[src/rtl/tdc_pkg.sv]
package tdc_pkg;

    typedef enum logic {
        ST_ARMED = 1'b0,
        ST_BLIND = 1'b1
    } chan_state_e;

endpackage

[src/rtl/tdc_therm2bin.sv]
module tdc_therm2bin #(
    parameter int TAPS = 16,
    parameter int FW   = $clog2(TAPS + 1)
) (
    input  logic [TAPS-1:0] therm,
    output logic [FW-1:0]   fine
);

    // Position of the lowest zero: ones above it are bubbles and are ignored.
    always_comb begin
        fine = FW'(TAPS);
        for (int i = TAPS - 1; i >= 0; i--) begin
            if (!therm[i]) begin
                fine = FW'(i);
            end
        end
    end

endmodule

[src/rtl/tdc_timebase.sv]
module tdc_timebase #(
    parameter int COARSE_W = 4,
    parameter int EPOCH_W  = 4
) (
    input  logic                clk,
    input  logic                rst_n,
    output logic [COARSE_W-1:0] coarse,
    output logic [EPOCH_W-1:0]  epoch
);

    always_ff @(posedge clk) begin
        if (!rst_n) begin
            coarse <= '0;
            epoch  <= '0;
        end else begin
            coarse <= coarse + 1'b1;
            if (&coarse) begin
                epoch <= epoch + 1'b1;
            end
        end
    end

endmodule

[src/rtl/tdc_ring.sv]
module tdc_ring #(
    parameter int W     = 14,
    parameter int DEPTH = 8
) (
    input  logic         clk,
    input  logic         rst_n,
    input  logic         push,
    input  logic [W-1:0] wdata,
    input  logic         pop_req,
    input  logic         clr_ovf,
    output logic [W-1:0] rdata,
    output logic         not_empty,
    output logic         ovf
);

    localparam int AW = $clog2(DEPTH);
    localparam int CW = AW + 1;

    logic [W-1:0]  mem [DEPTH];
    logic [AW-1:0] wr_ptr, rd_ptr;
    logic [CW-1:0] fill;
    logic          full, pop, drop;

    assign full      = (fill == CW'(DEPTH));
    assign not_empty = (fill != '0);
    assign pop       = pop_req && not_empty;
    assign drop      = push && full && !pop;
    assign rdata     = mem[rd_ptr];

    always_ff @(posedge clk) begin
        if (push) begin
            mem[wr_ptr] <= wdata;
        end
    end

    always_ff @(posedge clk) begin
        if (!rst_n) begin
            wr_ptr <= '0;
            rd_ptr <= '0;
            fill   <= '0;
            ovf    <= 1'b0;
        end else begin
            if (push) begin
                wr_ptr <= wr_ptr + 1'b1;
            end
            if (pop || drop) begin
                rd_ptr <= rd_ptr + 1'b1;
            end
            if (push && !pop && !drop) begin
                fill <= fill + 1'b1;
            end else if (!push && pop) begin
                fill <= fill - 1'b1;
            end
            if (drop) begin
                ovf <= 1'b1;
            end else if (clr_ovf) begin
                ovf <= 1'b0;
            end
        end
    end

endmodule

[src/rtl/tdc_hit_encoder.sv]
module tdc_hit_encoder #(
    parameter int TAPS     = 16,
    parameter int COARSE_W = 4,
    parameter int EPOCH_W  = 4,
    parameter int DEPTH    = 8,
    parameter int DEAD_CYC = 4,
    parameter int FW       = $clog2(TAPS + 1),
    parameter int REC_W    = 1 + EPOCH_W + COARSE_W + FW
) (
    input  logic             clk,
    input  logic             rst_n,
    input  logic [TAPS-1:0]  tap_snap,
    input  logic             trail_edge,
    input  logic             rd_en,
    input  logic             ovf_clr,
    output logic             rec_valid,
    output logic [REC_W-1:0] rec_data,
    output logic             ovf_flag
);

    import tdc_pkg::*;

    localparam int DW = (DEAD_CYC > 2) ? $clog2(DEAD_CYC) : 1;

    chan_state_e          state_q, state_d;
    logic [DW-1:0]        dead_q, dead_d;
    logic                 prev_zero_q;
    logic                 hit_seen, hit_take;
    logic [FW-1:0]        fine;
    logic [COARSE_W-1:0]  coarse;
    logic [EPOCH_W-1:0]   epoch;
    logic [REC_W-1:0]     rec_new;

    tdc_therm2bin #(.TAPS(TAPS), .FW(FW)) u_t2b (
        .therm (tap_snap),
        .fine  (fine)
    );

    tdc_timebase #(.COARSE_W(COARSE_W), .EPOCH_W(EPOCH_W)) u_tb (
        .clk    (clk),
        .rst_n  (rst_n),
        .coarse (coarse),
        .epoch  (epoch)
    );

    // Zero-to-non-zero transition of the snapshot marks a fresh hit.
    always_ff @(posedge clk) begin
        if (!rst_n) begin
            prev_zero_q <= 1'b0;
        end else begin
            prev_zero_q <= (tap_snap == '0);
        end
    end

    assign hit_seen = prev_zero_q && (tap_snap != '0);

    // State register.
    always_ff @(posedge clk) begin
        if (!rst_n) begin
            state_q <= ST_ARMED;
            dead_q  <= '0;
        end else begin
            state_q <= state_d;
            dead_q  <= dead_d;
        end
    end

    // Next state and outputs.
    always_comb begin
        state_d  = state_q;
        dead_d   = dead_q;
        hit_take = 1'b0;
        unique case (state_q)
            ST_ARMED: begin
                if (hit_seen) begin
                    hit_take = 1'b1;
                    state_d  = ST_BLIND;
                    dead_d   = DW'(DEAD_CYC - 1);
                end
            end
            ST_BLIND: begin
                if (dead_q <= DW'(1)) begin
                    state_d = ST_ARMED;
                    dead_d  = '0;
                end else begin
                    dead_d  = dead_q - 1'b1;
                end
            end
            default: begin
                state_d = ST_ARMED;
            end
        endcase
    end

    assign rec_new = {trail_edge, epoch, coarse, fine};

    tdc_ring #(.W(REC_W), .DEPTH(DEPTH)) u_ring (
        .clk       (clk),
        .rst_n     (rst_n),
        .push      (hit_take),
        .wdata     (rec_new),
        .pop_req   (rd_en),
        .clr_ovf   (ovf_clr),
        .rdata     (rec_data),
        .not_empty (rec_valid),
        .ovf       (ovf_flag)
    );

endmodule

[config.mk]
export PLATFORM = sky130hd
export DESIGN_NAME = tdc_hit_encoder
export DESIGN_NICKNAME = d
export VERILOG_FILES = /design/src/rtl/tdc_pkg.sv /design/src/rtl/tdc_therm2bin.sv /design/src/rtl/tdc_timebase.sv /design/src/rtl/tdc_ring.sv /design/src/rtl/tdc_hit_encoder.sv
export SDC_FILE = /design/constraint.sdc
export NUM_CORES = 1
export LEC_CHECK = 0
export BUFFER_PORTS_ARGS = -buffer_cell sky130_fd_sc_hd__buf_2
export CAP_MARGIN = 10
export CORE_ASPECT_RATIO = 0.8
export CORE_MARGIN = 2
export CORE_UTILIZATION = 55
export DETAILED_ROUTE_END_ITERATION = 7
export PLACE_DENSITY = 0.74
export SLEW_MARGIN = 0
export SYNTH_ARGS = -nofsm -noshare
export SYNTH_HDL_FRONTEND = slang
export SYNTH_SLANG_ARGS = --single-unit
[constraint.sdc]
create_clock -name clk -period 4.8 [get_ports clk]
set_input_delay 0.48 -clock clk [delete_from_list [all_inputs] [get_ports clk]]
set_output_delay 0.48 -clock clk [all_outputs]
set_load 0.01 [all_outputs]
== After elaboration in Yosys (flattened, before gate mapping) ==
Memories as Yosys holds them, arrays and structs flattened. A register that Yosys moved wholly into a read port is not among the register bits.
Index checks and enable logic that the tools add are counted.
W data, S select, Z words.
Operators by class
  reductions and logical operators: 17
  add/subtract/negate cells: 7
  shift operators: 0
  div/mod/pow operators: 0
  $lt $le $gt $ge: 1
  bitwise gates (word level): 1
  eq/ne operators: 2
  multipliers: 0
  mux-type cells: 31
Operators by type and width (count)
  $mux W5: 16
  $logic_not A16 Y1: 1
  $reduce_bool A16 Y1: 1
  $add A4 B1 Y4 const B: 3
  $mux W4: 2
  $logic_and A1 B1 Y1: 7
  $mux W1: 7
  $add A3 B1 Y3 const B: 2
  $mux W3: 2
  $eq A4 B4 Y1 const B: 1
  $mux W2: 2
  $pmux W2 S2: 1
  $reduce_and A4 Y1: 1
  $reduce_bool A2 Y1: 2
  $reduce_bool A4 Y1: 1
  $sub A4 B1 Y4 const B: 1
  $logic_not A1 Y1: 3
  $le A2 B1 Y1 const B: 1
  $ne A2 B2 Y1 const B: 1
  $pmux W1 S2: 1
  $sub A2 B1 Y2 const B: 1
  $logic_or A1 B1 Y1: 1
  $not A1 Y1: 1
Storage, ports and cells
  latch bits: 0
  ROM bits: 0
  memories kept: 1
  output and inout bits: 16
  flip-flop bits (word level): 23
  logic and storage cells: 69
  bits in writable memories: 112
Memories
  u_ring.mem: words 8, bits a word 14, read ports 1, clocked after memory_dff 1, write ports 1, line tdc_ring.sv:19  | logic [W-1:0] mem [DEPTH];

== Depth between registers and ports, before layout ==
Gate-level depths: netlist (run 1).
  word-level depth: 16
  gate-level depth with buffers: 10
  mapped depth without buffers: 10

== Hierarchy ==
From an unflattened synthesis (run 1), not the netlist that was laid out.
Second synthesis, totals
  cell total of the unflattened synthesis: 330
  area total of the unflattened synthesis: 5672.9 um2
Modules (own cells, without submodules)
  tdc_ring: times used 1, sequential area each 3643.5 um2, cells each 250, area each 4956.0 um2
  tdc_timebase: times used 1, sequential area each 160.2 um2, cells each 29, area each 319.1 um2
  tdc_hit_encoder: times used 1, sequential area each 80.1 um2, cells each 20, area each 221.5 um2
  tdc_therm2bin: times used 1, sequential area each 0.0 um2, cells each 31, area each 176.4 um2

== Least setup slack after synthesis (run 1) ==
No wires, ideal clock.
  path kind: in2reg
  from: input port tap_snap[8]
  to: register u_ring.fill[2]
  data required time: 4.697 ns
  stages on the path: 10
  arrival time: 2.871 ns
  slack: 1.825 ns
  setup time: 0.103 ns
  cells stage by stage: or4_1 -> o41a_1 -> buf_6 -> nand2_1 -> ha_1 -> xor2_1 -> nand2_1 -> a31oi_4 -> o31ai_2 -> a2111oi_2
Between the ends
  cells in the longest elaborated chain, start to end: 9
  elaborated cells on any way between the ends: 13
RTL lines
  from (decl): line tdc_hit_encoder.sv:12  | input logic [TAPS-1:0] tap_snap,
  $reduce_bool A16 Y1 (*): line tdc_hit_encoder.sv:55  | assign hit_seen = prev_zero_q && (tap_snap != '0);
  $logic_and A1 B1 Y1 (*): line tdc_hit_encoder.sv:55
  $mux W1 (*): line tdc_hit_encoder.sv:75  | if (hit_seen) begin
  $mux W1 (*): line tdc_hit_encoder.sv:73  | unique case (state_q)
  $logic_and A1 B1 Y1 (2 in series): line tdc_ring.sv:27  | assign drop = push && full && !pop;
  $logic_not A1 Y1: line tdc_ring.sv:49  | if (push && !pop && !drop) begin
  $logic_and A1 B1 Y1: line tdc_ring.sv:49
  $mux W4 / $reduce_bool A2 Y1 (equally long branches)
  to (signal assigned): line tdc_ring.sv:50  | fill <= fill + 1'b1;
  to (signal assigned): line tdc_ring.sv:52  | fill <= fill - 1'b1;
  to (decl): line tdc_ring.sv:21  | logic [CW-1:0] fill;
Mark *: on every way between the ends. The rest lies on a longest branch, timed or not.
A chain may end at the register's enable or synchronous reset.

== Worst setup path after layout (run 1) ==
  from: register u_ring.fill[0]
  to: register u_ring.fill[2]
Between the ends
  cells in the longest elaborated chain, start to end: 7
  elaborated cells on any way between the ends: 15
RTL lines
  branches (longest 7 deep; another with $sub A4 B1 Y4)
Several ways; the timed one is not identified. The select of a mux whose other input is x is not followed.

==> results of run 1 <==
==> sequential cells by signal, summed over array words and instances (netlist names), named ones only <==
register	count
u_tb.epoch	4
u_ring.wr_ptr	3
prev_zero_q	1
dead_q	2
u_ring.fill	4
u_ring.rd_ptr	3
u_ring.mem	112
u_tb.coarse	4
state_q	1
u_ring.ovf	1
==> logic make-up after synthesis <==
logic type,share of synthesized area (%)
xor+xnor,1.23
mux,14.5
flops,68.1
fa+ha+maj,1.67
buf+inv,1.51
simple gates,7.73
compound gates,5.18
==> critical path: cells and delay by family, from the launching register on <==
family / cells / cell delay (ns)
simple gates: 3 / 1.03
compound gates: 4 / 0.87
fa+ha+maj: 1 / 0.42
flops: 1 / 0.37
xor+xnor: 1 / 0.21
buf+inv: 1 / 0.19
==> through the flow <==
stage          total power, mW  area (sq um)
6_report                  3.02          6650
5_1_grt                   3.12          6650
3_5_place_dp              1.73          6040
2_1_floorplan             1.63          5700
3_3_place_gp              1.72          6040
4_1_cts                   3.04          6650
==> layout make-up <==
type / instances / area [sq um] / area share, %
sequential: 138 / 3880 / 58.5
multi-input combinational: 183 / 1770 / 26.6
clock buffer: 17 / 425 / 6.40
timing repair buffer: 37 / 188 / 2.82
clock inverter: 15 / 175 / 2.64
tap: 140 / 175 / 2.64
inverter: 8 / 30.0 / 0.452
==> placed cells by master (no fill, tap or decap), drive strengths merged, types with 6 or more instances in the layout <==
cell / instances
clkbuf: 17
a21boi: 8
ha: 6
nand3: 8
clkinv: 6
nor2: 11
inv: 10
buf: 37
nand4: 6
mux4: 28
o21ai: 7
a21oi: 9
dfxtp: 26
edfxtp: 112
and2: 10
mux2: 14
nand2: 22
==> final timing paths <==
path,start,to,slack (ns),cells after the start
worst max-delay path,u_ring.fill[0],u_ring.fill[2],1.61,10
worst min-delay path,trail_edge,u_ring.mem[0][13],0.34,1
worst max register to register,u_ring.fill[0],u_ring.fill[2],1.61,10
worst min register to register,u_ring.ovf,u_ring.ovf,0.49,2
==> routing by layer <==
layer,up-vias,share of wire [%],track usage (%)
li1,1429,-,-
met1,1620,45,28.2
met2,91,49,34.2
met3,15,4.4,5.62
met4,0,1.2,6.83
met5,-,0,0
==> report_power, final <==
part / internal (mW) / leakage (nW) / total, mW / switching [mW]
Sequential: 1.31 / 1.23 / 1.36 / 0.0571
Combinational: 0.175 / 0.729 / 0.341 / 0.166
Clock: 0.816 / 0.285 / 1.32 / 0.503
==> impl_metrics.py, run 1 <==
metrics = {
    "route": {
        "vias": 3155,
        "drc_errors": 0,
        "wl_mm": 10.9,
        "drt_pass1_iterations": 5,
        "dr.first_iter.drc_count": 268,
        "route.detailed.vias_per_inst": 5.86,
        "detail-route-antenna-nets": 0,
        "route.detailed.wl_per_inst_um": 20.3,
    },
    "clock_tree": {
        "cts_root_buf": "clkbuf_16",
        "cts_buffer_depth": 2,
        "clk_pin_slew_worst_paths_ns": 0.06,
        "cts_inserted_buffers": 17,
        "number_of_h_tree_levels": 4,
        "cts-hold-fix-buffers": 0,
        "cts_post_setup_buffers_inserted": 0,
        "clkSinkCount": 138,
        "post_cts_resized": 0,
        "cts_tree": "built",
        "clk-insertion-delay-late_ns": 0.42,
    },
    "worst_setup_path": {
        "slowest_delay_ns": 0.73,
        "worstPathRequired_ns": 5.11,
        "cp-end-kind": "flop",
        "crit_path_cell_trace": "nor4_1 > inv_1 > o21ai_0 > nand2_1 > fa_1 > xor2_1 > nand2_1 > a31oi_4 > o31ai_2 > a2111oi_2",
        "path_class": "reg -> reg",
        "critPathLaunchType": "flop",
        "most_frequent_cell_on_critical_path": "nand2_1",
        "timing.critical_path.fanout_max": 6,
        "slowest_cell_on_the_critical_path": "nor4_1",
        "arrival_ns": 3.50,
    },
    "outcome": {
        "run_status": "finished clean",
    },
    "sta": {
        "finalSetupTns_ns": 0,
        "final_clock_skew_ns": 0.00683,
        "timing.hold.ws_ns": 0.337,
        "maxSlewHeadroom_pct": 31.2,
        "rsz0062_at_grt": "false",
        "final_hold_viol_count": 0,
        "period_minus_slack_ns": 3.19,
        "post-route-period-util_pct": 66.4,
        "finalSetupViolCount": 0,
        "maxClockFrequency_ghz": 0.314,
        "finalWorstSetupSlack_ns": 1.61,
        "slew_violations": 0,
        "worst-slew-pin-transition_ns": 1.03,
    },
    "finish": {
        "post_route_cells_drive_above_1_share_pct": 32.2,
        "final_core_util_pct": 65.4,
        "finish.net_count": 413,
        "antennaDiodeCount": 0,
        "flow.area_growth_from_synthesis_pct": 16.6,
        "fill_cells": 705,
        "post_layout_nonfiller_instances": 538,
    },
    "logic_synthesis": {
        "yosys.area.top_type": "edfxtp_1",
        "netlist_top_cells_count": "edfxtp_1, mux4_2, dfxtp_1",
        "synth-seq-area-share_pct": 68.1,
        "yosys.cell_count.top_type": "edfxtp_1",
        "ys_top_cells_by_area": "edfxtp_1, mux4_2, dfxtp_1",
        "synth_flop_cell": "edfxtp_1",
        "avgSynthCellArea_sq_um": 16.7,
        "ys_ff_latch": 138,
        "mappedNetlistArea_sq_mm": 0.00570,
        "ys_warn_count": 0,
        "synth.lib_cells_used.distinct": 44,
        "synth_async_sr_flop_share_pct": 0,
        "synth_fp_nets": 369,
        "syn_inst": 341,
        "synth-edff-count": 112,
        "yosysTopAreaCellShare_pct": 59.0,
    },
    "floorplan": {
        "chipWidth_um": 118,
        "core_sq_mm": 0.0102,
        "die_outline_area_sq_mm": 0.0112,
        "die_height_um": 95.1,
        "floorplan.initialDensity_pct": 56.1,
        "floorplan.rows": 33,
        "num_io_pins": 37,
    },
    "placed_design": {
        "dpl_cells": 506,
        "place.gp.congestion": 0.861,
        "place.detailed.hpwl_mm": 6.22,
        "preCtsSetupSlack_ns": 1.34,
        "numPortBuffers": 36,
    },
    "grt": {
        "grt.overflow.total": 0,
        "globalRouteTotalUtil_pct": 21.0,
        "grt_max_degree": 29,
        "grt_pass1_vias": 3191,
        "grt_antenna_before_repair": 0,
        "grt_pass1_wl_mm": 17.2,
    },
    "flow_run": {
        "maxCapViolCount": 0,
    },
    "power": {
        "pwr_density_cell_mw_per_mm2": 455,
        "p_leak_nw": 2.24,
        "irDropWorstVdd_v": 0.000254,
    },
    "worst_hold_path": {
        "min_path_type": "in -> reg",
    },
}
(Power assumes the default switching activity.)
==> run 2: changes to the inputs <==
- CORE_UTILIZATION: 55 -> 54
- PLACE_DENSITY: 0.74 -> 0.76
- clock period: 4.8 -> 2.8 ns (I/O delays scaled with it)
==> impl_metrics.py, run 2 (synthesis gave the netlist of run 1 again) <==
metrics = {
    "floorplan": {
        "num_io_pins": 37,
        "core_sq_mm": 0.0103,
        "die_height_um": 95.9,
        "floorplan.rows": 33,
        "chipWidth_um": 119,
        "floorplan.initialDensity_pct": 55.4,
        "die_outline_area_sq_mm": 0.0114,
    },
    "clock_tree": {
        "cts_inserted_buffers": 17,
        "cts_tree": "built",
        "clk-insertion-delay-late_ns": 0.42,
        "cts-hold-fix-buffers": 0,
        "cts_root_buf": "clkbuf_16",
        "cts_buffer_depth": 2,
        "number_of_h_tree_levels": 4,
        "clk_pin_slew_worst_paths_ns": 0.05,
        "clkSinkCount": 138,
    },
    "route": {
        "route.detailed.vias_per_inst": 5.56,
        "wl_mm": 11.1,
        "route.detailed.wl_per_inst_um": 19.5,
        "dr.first_iter.drc_count": 226,
        "drc_errors": 0,
        "detail-route-antenna-nets": 0,
        "drt_pass1_iterations": 4,
        "vias": 3172,
    },
    "sta": {
        "post-route-period-util_pct": 90.9,
        "period_minus_slack_ns": 2.55,
        "maxSlewHeadroom_pct": 41.4,
        "rsz0062_at_grt": "false",
        "final_hold_viol_count": 0,
        "finalSetupViolCount": 0,
        "slew_violations": 0,
        "final_clock_skew_ns": 0.00813,
        "worst-slew-pin-transition_ns": 0.878,
        "maxClockFrequency_ghz": 0.393,
    },
    "grt": {
        "grt_pass1_wl_mm": 17.7,
        "globalRouteTotalUtil_pct": 21.7,
        "grt.overflow.total": 0,
        "grt_max_degree": 29,
        "grt_pass1_vias": 3258,
        "grt_antenna_before_repair": 0,
    },
    "placed_design": {
        "place.gp.congestion": 0.860,
        "place.detailed.hpwl_mm": 7.23,
        "dpl_cells": 539,
        "numPortBuffers": 36,
        "cell_area_after_placement_sq_mm": 0.00630,
    },
    "power": {
        "power_frac_clock_pct": 40.6,
        "power.switching_fraction_pct": 23.2,
        "cellInternalPower_mw": 3.90,
        "netSwitchingPower_mw": 1.18,
        "pwr_density_cell_mw_per_mm2": 740,
        "irDropWorstVdd_v": 0.000513,
        "p_leak_nw": 2.41,
        "power_frac_comb_pct": 14.0,
        "sequentialPowerShare_pct": 45.4,
    },
    "flow_run": {
        "maxCapViolCount": 0,
    },
    "worst_setup_path": {
        "path_class": "reg -> reg",
        "critPathLaunchType": "flop",
        "cp-end-kind": "flop",
        "arrival_ns": 2.86,
        "worstPathRequired_ns": 3.11,
        "timing.critical_path.fanout_max": 5,
    },
    "finish": {
        "post_layout_nonfiller_instances": 571,
        "flow.area_growth_from_synthesis_pct": 20.4,
        "largest_register": "u_ring.mem",
        "largest_reg_flops": 112,
        "finish.net_count": 446,
        "antennaDiodeCount": 0,
        "final_cell_mix": "edfxtp_1, buf_2, buf_4",
        "mostFrequentLayoutCell": "edfxtp_1",
        "post_route_cells_drive_above_1_share_pct": 34.8,
        "finish.instance_area_sq_mm": 0.00686,
    },
    "outcome": {
        "run_status": "finished clean",
    },
    "worst_hold_path": {
        "min_path_type": "in -> reg",
    },
}
==> run 2: cell types whose count changed in the layout (fill, tap and decap cells not counted), moves of 2 or more <==
cell	previous run	this run
clkbuf_1	0	4
clkinvlp_4	4	0
buf_12	0	2
nor2_2	6	0
nor2_1	5	11
buf_4	1	32
clkinv_1	0	4
inv_6	2	0
==> run 2: worst paths after layout <==
check | startpoint | end | slack, ns | cells past startpoint
worst min register to register | u_ring.ovf | u_ring.ovf | 0.48 | 2
worst max register to register | u_ring.fill[3] | u_ring.fill[2] | 0.25 | 10
worst max-delay path | u_ring.fill[3] | u_ring.fill[2] | 0.25 | 10
worst min-delay path | ovf_clr | u_ring.ovf | 0.14 | 3
==> run 2: area by class of cell <==
cell class | instances | area, sq um
Timing Repair Buffer | 70 | 460
Sequential cell | 138 | 3890
Clock inverter | 11 | 104
Fill cell | 666 | 3420
Clock buffer | 21 | 440
Tap cell | 140 | 175
Inverter | 8 | 30.0
Multi-Input combinational cell | 183 | 1770
==> run 2: layer usage <==
| layer | global-route usage (%) | vias up | share of wire (%) |
|---|---|---|---|
| met4 | 9.33 | 0 | 1.4 |
| met5 | 0 | - | 0 |
| met1 | 28.4 | 1580 | 45 |
| met2 | 35.1 | 77 | 49 |
| met3 | 5.57 | 17 | 5.1 |
| li1 | - | 1498 | - |
==> run 2: critical path, stage by stage (launching register included) <==
cell and delay [ns]:
dfxtp_1 0.36, nor4_4 0.30, inv_1 0.11, o21ai_1 0.15, nand2_1 0.15, fa_1 0.43, xor2_2 0.16, nand2_1 0.13
a31oi_4 0.24, o31ai_2 0.09, a2111oi_2 0.34
==> run 2: repair_timing <==
item,in CTS,in global routing
buffers inserted,0,0
setup endpoints to repair,0,1
gates resized for setup,0,4
==> run 2: power by group through the flow <==
stage	Combinational [mW]	Clock [mW]	Sequential [mW]
floorplan	0.492	0	2.32
global placement	0.677	0	2.34
detailed placement	0.693	0	2.34
CTS	0.697	2.10	2.30
global route	0.782	2.19	2.31
finish	0.711	2.06	2.31
==> run 2: stage by stage <==
step                      util (%)  hold slack, ns  setup TNS [ns]  setup slack (ns)  total power, mW
after detailed placement      61.3           0.469         -0.0426           -0.0426             3.04
after global placement        61.3           0.458               0            0.0200             3.02
after floorplan                  -           0.379               0            0.0325             2.81
after CTS                     66.6           0.122               0             0.143             5.10
after global routing          66.8           0.128               0            0.0347             5.28
final                         66.8           0.136               0             0.255             5.08
